<file path="config.mk">
export PLATFORM = sky130hd
export DESIGN_NAME = sign_split_dac
export DESIGN_NICKNAME = d
export VERILOG_FILES = /design/src/rtl/ssd_pkg.sv /design/src/rtl/ssd_magsat.sv /design/src/rtl/ssd_req_hold.sv /design/src/rtl/ssd_seq.sv /design/src/rtl/sign_split_dac.sv
export SDC_FILE = /design/constraint.sdc
export NUM_CORES = 1
export LEC_CHECK = 0
export BUFFER_PORTS_ARGS = -buffer_cell sky130_fd_sc_hd__buf_2
export CAP_MARGIN = 20
export CELL_PAD_IN_SITES_DETAIL_PLACEMENT = 0
export CELL_PAD_IN_SITES_GLOBAL_PLACEMENT = 1
export CORE_MARGIN = 2
export CORE_UTILIZATION = 46
export CTS_BUF_LIST = sky130_fd_sc_hd__clkbuf_8
export DETAILED_ROUTE_END_ITERATION = 7
export PLACE_DENSITY_LB_ADDON = 0.25
export SLEW_MARGIN = 20
export SYNTH_ARGS = -nofsm -noshare
export SYNTH_HDL_FRONTEND = slang
export SYNTH_SLANG_ARGS = --single-unit
export TNS_END_PERCENT = 50
</file>
<file path="constraint.sdc">
create_clock -name clk -period 4 [get_ports clk]
set_input_delay 0.4 -clock clk [delete_from_list [all_inputs] [get_ports clk]]
set_output_delay 0.4 -clock clk [all_outputs]
set_load 0.01 [all_outputs]
</file>
<file path="src/rtl/ssd_pkg.sv">
package ssd_pkg;
   typedef enum logic [2:0] {
      ST_IDLE,
      ST_SETUP,
      ST_STRB,
      ST_HOLD,
      ST_DONE
   } ssd_state_e;
endpackage

</file>
<file path="src/rtl/ssd_magsat.sv">
module ssd_magsat #(
   parameter int IN_W  = 16,
   parameter int OUT_W = 14
) (
   input  logic signed [IN_W-1:0]  cmd,
   output logic [OUT_W-1:0]        mag,
   output logic                    neg
);
   localparam int AW = IN_W + 1;

   logic [AW-1:0] ext;
   logic [AW-1:0] absv;

   always_comb begin
      ext  = {cmd[IN_W-1], cmd};
      absv = cmd[IN_W-1] ? (~ext + AW'(1)) : ext;
      neg  = cmd[IN_W-1];
   end

   generate
      if (IN_W > OUT_W) begin : g_sat
         logic over;
         always_comb begin
            over = |absv[AW-1:OUT_W];
            mag  = over ? {OUT_W{1'b1}} : absv[OUT_W-1:0];
         end
      end else begin : g_wide
         always_comb mag = OUT_W'(absv[IN_W-1:0]);
      end
   endgenerate
endmodule

</file>
<file path="src/rtl/ssd_req_hold.sv">
module ssd_req_hold #(
   parameter int IN_W = 16
) (
   input  logic                   clk,
   input  logic                   rst_n,
   input  logic                   req,
   input  logic [IN_W-1:0]        cmd,
   input  logic                   busy,
   output logic                   start,
   output logic [IN_W-1:0]        start_cmd
);
   logic            pend;
   logic [IN_W-1:0] pend_cmd;

   always_comb begin
      start     = !busy && (req || pend);
      start_cmd = req ? cmd : pend_cmd;
   end

   always_ff @(posedge clk) begin
      if (!rst_n) begin
         pend     <= 1'b0;
         pend_cmd <= '0;
      end else if (start) begin
         pend     <= 1'b0;
      end else if (req && busy) begin
         pend     <= 1'b1;
         pend_cmd <= cmd;
      end
   end
endmodule

</file>
<file path="src/rtl/ssd_seq.sv">
module ssd_seq
   import ssd_pkg::*;
#(
   parameter int IN_W       = 16,
   parameter int DAC_W      = 14,
   parameter int STROBE_CYC = 1
) (
   input  logic                clk,
   input  logic                rst_n,
   input  logic                start,
   input  logic [IN_W-1:0]     start_cmd,
   input  logic [DAC_W-1:0]    mag,
   input  logic                neg,
   output logic [IN_W-1:0]     cmd_q,
   output logic [DAC_W-1:0]    dac_data,
   output logic                cs_a_n,
   output logic                cs_b_n,
   output logic                wr_n,
   output logic                busy,
   output logic                done
);
   localparam int CW = (STROBE_CYC > 1) ? $clog2(STROBE_CYC) : 1;
   localparam logic [CW-1:0] LAST = CW'(STROBE_CYC - 1);

   ssd_state_e      state;
   logic            second;
   logic [CW-1:0]   cnt;
   logic            on_bus;
   logic            strobe;
   logic            tgt_b;

   always_ff @(posedge clk) begin
      if (!rst_n) begin
         state  <= ST_IDLE;
         second <= 1'b0;
         cnt    <= '0;
         cmd_q  <= '0;
      end else begin
         case (state)
            ST_IDLE: if (start) begin
               cmd_q  <= start_cmd;
               second <= 1'b0;
               state  <= ST_SETUP;
            end
            ST_SETUP: begin
               cnt   <= '0;
               state <= ST_STRB;
            end
            ST_STRB: begin
               if (cnt == LAST) state <= ST_HOLD;
               else             cnt   <= cnt + CW'(1);
            end
            ST_HOLD: begin
               if (second) state <= ST_DONE;
               else begin
                  second <= 1'b1;
                  state  <= ST_SETUP;
               end
            end
            default: state <= ST_IDLE;
         endcase
      end
   end

   always_comb begin
      on_bus   = (state == ST_SETUP) || (state == ST_STRB) || (state == ST_HOLD);
      strobe   = (state == ST_STRB);
      tgt_b    = second ? neg : !neg;
      dac_data = (on_bus && second) ? mag : '0;
      cs_a_n   = !(strobe && !tgt_b);
      cs_b_n   = !(strobe && tgt_b);
      wr_n     = !strobe;
      busy     = (state != ST_IDLE);
      done     = (state == ST_DONE);
   end
endmodule

</file>
<file path="src/rtl/sign_split_dac.sv">
module sign_split_dac #(
   parameter int IN_W       = 16,
   parameter int DAC_W      = 14,
   parameter int STROBE_CYC = 1
) (
   input  logic                    clk,
   input  logic                    rst_n,
   input  logic                    upd_req,
   input  logic signed [IN_W-1:0]  upd_cmd,
   output logic [DAC_W-1:0]        dac_data,
   output logic                    dac_a_cs_n,
   output logic                    dac_b_cs_n,
   output logic                    dac_wr_n,
   output logic                    busy,
   output logic                    done
);
   generate
      if (IN_W < 2) begin : g_bad_in
         $error("sign_split_dac: IN_W must be at least 2");
      end
      if (DAC_W < 1) begin : g_bad_dac
         $error("sign_split_dac: DAC_W must be at least 1");
      end
      if (STROBE_CYC < 1) begin : g_bad_strb
         $error("sign_split_dac: STROBE_CYC must be at least 1");
      end
   endgenerate

   logic              start;
   logic [IN_W-1:0]   start_cmd;
   logic [IN_W-1:0]   cmd_q;
   logic [DAC_W-1:0]  mag;
   logic              neg;

   ssd_req_hold #(.IN_W(IN_W)) u_hold (
      .clk       (clk),
      .rst_n     (rst_n),
      .req       (upd_req),
      .cmd       (upd_cmd),
      .busy      (busy),
      .start     (start),
      .start_cmd (start_cmd)
   );

   ssd_magsat #(.IN_W(IN_W), .OUT_W(DAC_W)) u_mag (
      .cmd (cmd_q),
      .mag (mag),
      .neg (neg)
   );

   ssd_seq #(.IN_W(IN_W), .DAC_W(DAC_W), .STROBE_CYC(STROBE_CYC)) u_seq (
      .clk       (clk),
      .rst_n     (rst_n),
      .start     (start),
      .start_cmd (start_cmd),
      .mag       (mag),
      .neg       (neg),
      .cmd_q     (cmd_q),
      .dac_data  (dac_data),
      .cs_a_n    (dac_a_cs_n),
      .cs_b_n    (dac_b_cs_n),
      .wr_n      (dac_wr_n),
      .busy      (busy),
      .done      (done)
   );
endmodule

</file>
# == Word-level counts from Yosys, hierarchy flattened ==
# Cells that the tools add are included.
# totals
reg_bits,38
latch_bits,0
ram_bits,0
romBits,0
inputBits,19
output_inout_bits,19
elab_cells,54
mem_count,0
# op_classes
add_sub_neg,2
mul,0
div,0
magnitude_cmp,0
n_eq_ne,6
shifts,0
mux,13
bitwise_logic,3
reduce_logical,24
# op_table
cell,n
$mux 14,2
$add 17x1->17 const B,1
$mux 17,1
$not 17->17,1
$mux 16,1
$pmux 3 s4,1
$mux 3,3
$reduce_and 2->1,4
$eq 3x2->1 const B,2
$logic_not 1->1,6
$logic_and 1x1->1,5
$ne 2x2->1 const B,2
$pmux 1 s2,2
$reduce_bool 2->1,2
$eq 3x1->1 const B,1
$eq 3x3->1 const B,1
$logic_not 3->1,1
$logic_or 1x1->1,3
$mux 1,3
$reduce_bool 3->1,1
$reduce_or 3->1,1
$not 1->1,2
$reduce_or 2->1,1
$add 1x1->1 const B,1

# == Logic depth before layout (Yosys ltp) ==
# logic_depth
word_depth,6
mapped_depth,8
depth_no_buf,6

# == By module ==
# A second synthesis with hierarchy kept.
# unflattened
cells_unflattened,274
area_unflattened_um2,2383.5
# by_module_without_submodules
mod,instances,cells_per_inst,area_per_inst_um2,seq_area_each_um2
ssd_seq,1,114,994.7,400.4
ssd_req_hold,1,97,959.7,340.3
ssd_magsat,1,63,429.2,0.0

# == Least setup slack after synthesis ==
# No wires, ideal clock.
# synth_path
path_kind,flip-flop to output port
start,register u_seq.cmd_q[0]
end,output port dac_data[10]
arrival_time_ns,1.934
required_ns,3.600
path_slack_ns,1.666
stages_incl_launch_ff,9
n_path_buf,2
cell_sequence,dfxtp_1 inv_1 ha_1 or3b_1 clkbuf_1 o41ai_4 xor2_2 buf_6 a31oi_1
# synth_between
elab_chain_cells,6
# synth_rtl
element,line,rtl
"start, declared",ssd_seq.sv:14,"output logic [IN_W-1:0] cmd_q,"
"start signal, assigned",ssd_seq.sv:41,cmd_q <= start_cmd;
$not 17->17 *,ssd_magsat.sv:16,absv = cmd[IN_W-1] ? (~ext + AW'(1)) : ext;
$add 17x1->17 *,ssd_magsat.sv:16,
$mux 17 *,ssd_magsat.sv:16,
$reduce_or 3->1,ssd_magsat.sv:24,over = |absv[AW-1:OUT_W];
$mux 14 *,ssd_magsat.sv:25,mag = over ? {OUT_W{1'b1}} : absv[OUT_W-1:0];
$mux 14 *,ssd_seq.sv:69,dac_data = (on_bus && second) ? mag : '0;
"end, declared",sign_split_dac.sv:10,"output logic [DAC_W-1:0] dac_data,"
# Every way passes the cells marked *; elsewhere a longest branch is shown, timed or not.

# == Worst setup path after layout ==
# layout_path
start,register u_seq.cmd_q[0]
end,output port dac_data[5]
# Same word-level chain as after synthesis.

==> flow_metrics.env <==
export IMPL_status="completed"
export IMPL_cts_path_max_buffers=2
export IMPL_cp_data_required_time_ns=3.60
export IMPL_finalMaxSlewViolations=0
export IMPL_gp_congestion=0.749
export IMPL_pwr_share_seq=0.440
export IMPL_multi_input_area_um2=1190
export IMPL_numPortBuffers=37
export IMPL_finalCriticalPeriod_ns=2.98
export IMPL_ys_warnings_count=0
export IMPL_postRouteAntennaNets=0
export IMPL_skew_ns=0.00407
export IMPL_post_cts_resized=0
export IMPL_drc_errors=0
export IMPL_syn_inst=241
export IMPL_setup_viol=0
export IMPL_synth_nets=261
export IMPL_endpoint="dac_data[5]"
export IMPL_min_period_over_period=0.746
export IMPL_r2r_end="u_hold.pend_cmd[5]"
export IMPL_p_switching_uw=392
export IMPL_finalSetupTns_ns=0
export IMPL_synth_area_leaders="dfxtp_1 (36%), nand2_1 (9.5%), mux2i_1 (8.3%), o211a_1 (7.8%), a21boi_0 (5.9%)"
export IMPL_yosysSeqAreaShare=0.362
export IMPL_clock_sinks=37
export IMPL_async_reset_ff_frac=0
export IMPL_cts_hold_fix_buffers=0
export IMPL_setup_worst_path_end_class="output pin"
export IMPL_cap_viol_max_count=0
export IMPL_regArea_um2=741
export IMPL_slowest_delay_ns=0.48
export IMPL_fp_dieH_um=70.7
export IMPL_synthToLayoutAreaGrowth_pct=13.0
export IMPL_routed_via_density=5.31
export IMPL_clkPwrFrac=0.254
export IMPL_cts_buffers=5
export IMPL_synth_top_area_frac=0.362
export IMPL_root_buffer="clkbuf_8"
export IMPL_fillerInstances=431
export IMPL_postCtsSetupBuffers=0
export IMPL_grt_pass1_wl_um=6580
export IMPL_drtIter0Drc=77
export IMPL_wirelength_um=3960
export IMPL_crit_type="register to output pin"
export IMPL_antenna_found_initial=0
export IMPL_vias=1683
export IMPL_rsz0062_at_grt="no"
export IMPL_intPower_uw=726
export IMPL_layout_nets=284
export IMPL_avgSynthCellArea_um2=8.48
export IMPL_path_clk_slew_ns=0.07
export IMPL_pwr_share_comb=0.306
export IMPL_post_dp_hpwl_um=2770
export IMPL_startpoint="u_seq.cmd_q[0]"
export IMPL_firstDrtPassIters=4
export IMPL_path_max_fanout=14
export IMPL_core_area_um2=4320
export IMPL_ctsHtreeMaxLevel=2
export IMPL_die_area_um2=4990
export IMPL_max_slew_margin=0.332
export IMPL_routedWlPerCell_um=12.5
export IMPL_path_cells="inv_1 > ha_1 > or3b_1 > o41ai_4 > xor2_2 > a31oi_1 > buf_2"
export IMPL_power_density_nw_per_um2=484
export IMPL_r2r_slack_ns=2.37
export IMPL_grt_max_degree=36
export IMPL_track_usage=0.162
export IMPL_utilization=0.534
export IMPL_io_pins=38
export IMPL_cts_tree="yes"
export IMPL_clk_latency_ns=0.29
export IMPL_n_antenna_cell=0
export IMPL_rows=24
export IMPL_start_util=0.473
export IMPL_hold_viol=0
export IMPL_fmax_mhz=335
export IMPL_worstMarginPinSlew_ns=0.998
export IMPL_slowest_stage="xor2_2"
export IMPL_grt_pass1_vias=1421
export IMPL_grt_overflow=0
export IMPL_synth_seq_cells=37
export IMPL_r2r_cells=4
export IMPL_leakagePower_nw=1.11
export IMPL_yosysUniqueCellTypes=37
export IMPL_sw_frac_of_total=0.350
export IMPL_chipWidth_um=70.7
export IMPL_synth_ff_type="dfxtp_1"
export IMPL_ir_drop_v=0.000243
export IMPL_syn_area_um2=2040
export IMPL_reg2reg_from="u_seq.state[0]"
export IMPL_arrival_ns=2.58
export IMPL_worstSetupStartpointType="register"
export IMPL_synth_top_area_cell="dfxtp_1"
export IMPL_layout_drive_gt1_share=0.200
export IMPL_hold_class="input port to register"
export IMPL_synth_edff_count=0
-- registers in the layout, indices dropped and copies added (netlist names) --
name,count
u_seq.cmd_q,16
u_seq.second,1
u_hold.pend_cmd,16
u_seq.state,3
u_hold.pend,1
-- placed cells by master (no fill, tap or decap), types with 2 or more instances in the layout --
cell type	count
or2_2	2
or3_2	2
nor3_1	3
xor2_1	11
inv_1	5
xnor2_1	2
dfxtp_1	37
buf_2	37
nand2_1	52
o41ai_1	2
o211a_1	16
a21boi_0	16
nor2_1	10
o21ai_0	4
a31oi_1	13
o31ai_1	4
clkbuf_8	7
or3_1	3
nor2b_1	3
or4_1	2
mux2i_1	17
a21oi_1	2
-- critical path: cells and delay by family, from the launching register on --
family | cells | cell delay, ns
buffers and inverters | 2 | 0.28
AO/OA/AOI/OAI | 2 | 0.57
adder cells (fa/ha/maj) | 1 | 0.16
AND/OR/NAND/NOR | 1 | 0.47
flip-flops | 1 | 0.33
XOR/XNOR | 1 | 0.48
-- stage by stage --
step / setup slack [ns] / hold WS (ns) / cells / area (um^2) / power, mW
floorplan: 1.67 / 0.443 / 241 / 2040 / 0.780
global placement: 1.38 / 0.450 / 309 / 2210 / 0.842
detailed placement: 1.33 / 0.457 / 309 / 2210 / 0.845
CTS: 1.00 / 0.360 / 317 / 2310 / 1.13
global route: 0.820 / 0.377 / 317 / 2310 / 1.20
finish: 1.02 / 0.366 / 317 / 2310 / 1.12
-- worst min-delay path by stage --
stage	startpoint	endpoint	slack, ns	cells after the start
2_1_floorplan	u_hold.pend_cmd[0]	u_hold.pend_cmd[0]	0.44	2
3_3_place_gp	u_hold.pend_cmd[3]	u_hold.pend_cmd[3]	0.45	2
3_5_place_dp	u_hold.pend_cmd[1]	u_hold.pend_cmd[1]	0.46	2
4_1_cts	upd_cmd[14]	u_hold.pend_cmd[14]	0.36	3
5_1_grt	upd_cmd[13]	u_hold.pend_cmd[13]	0.38	3
6_report	upd_cmd[8]	u_hold.pend_cmd[8]	0.37	3
-- per-layer routing --
| layer | wire length (um) | part of all wire | track usage | vias to the layer above |
|---|---|---|---|---|
| li1 | - | - | - | 895 |
| met1 | 2160 | 0.54 | 0.244 | 746 |
| met2 | 1540 | 0.39 | 0.224 | 35 |
| met3 | 204 | 0.052 | 0.0385 | 7 |
| met4 | 63 | 0.016 | 0.0629 | 0 |
| met5 | 0 | 0 | 0 | - |
-- power by group through the flow --
stage,Clock [mW],Combinational [mW],Sequential (mW)
2_1_floorplan,0,0.313,0.468
3_3_place_gp,0,0.342,0.500
3_5_place_dp,0,0.345,0.500
4_1_cts,0.293,0.346,0.491
5_1_grt,0.309,0.385,0.503
6_report,0.284,0.342,0.492
-- kinds of logic after synthesis --
group	count (synthesis)	share of synthesized area
buffers and inverters	27	0.0545
AOI/OAI and AO/OA	62	0.246
muxes	17	0.0832
DFF	37	0.362
adders and majority gates	1	0.00612
and+or+nand+nor	83	0.184
xor gates and xnor gates	14	0.0637
-- cell type report --
type / instances / area share
Multi-Input combinational cell: 177 / 0.516
Sequential cell: 37 / 0.321
Timing Repair Buffer: 38 / 0.0834
Clock buffer: 7 / 0.0417
Tap cell: 52 / 0.0282
Inverter: 5 / 0.00812
Clock inverter: 1 / 0.00217
-- synthesized netlist by cell type, types with 2 or more instances --
library cell	instances
a21boi_0	16
a21oi_1	2
a31oi_1	13
buf_2	2
clkbuf_1	18
dfxtp_1	37
inv_1	5
mux2i_1	17
nand2_1	52
nor2_1	10
nor2b_1	3
nor3_1	3
o211a_1	16
o21ai_0	4
o31ai_1	4
o41ai_1	2
or2_2	2
or3_1	3
or3_2	2
or4_1	2
xnor2_1	2
xor2_1	11
Power figures use the tool's default switching activity.
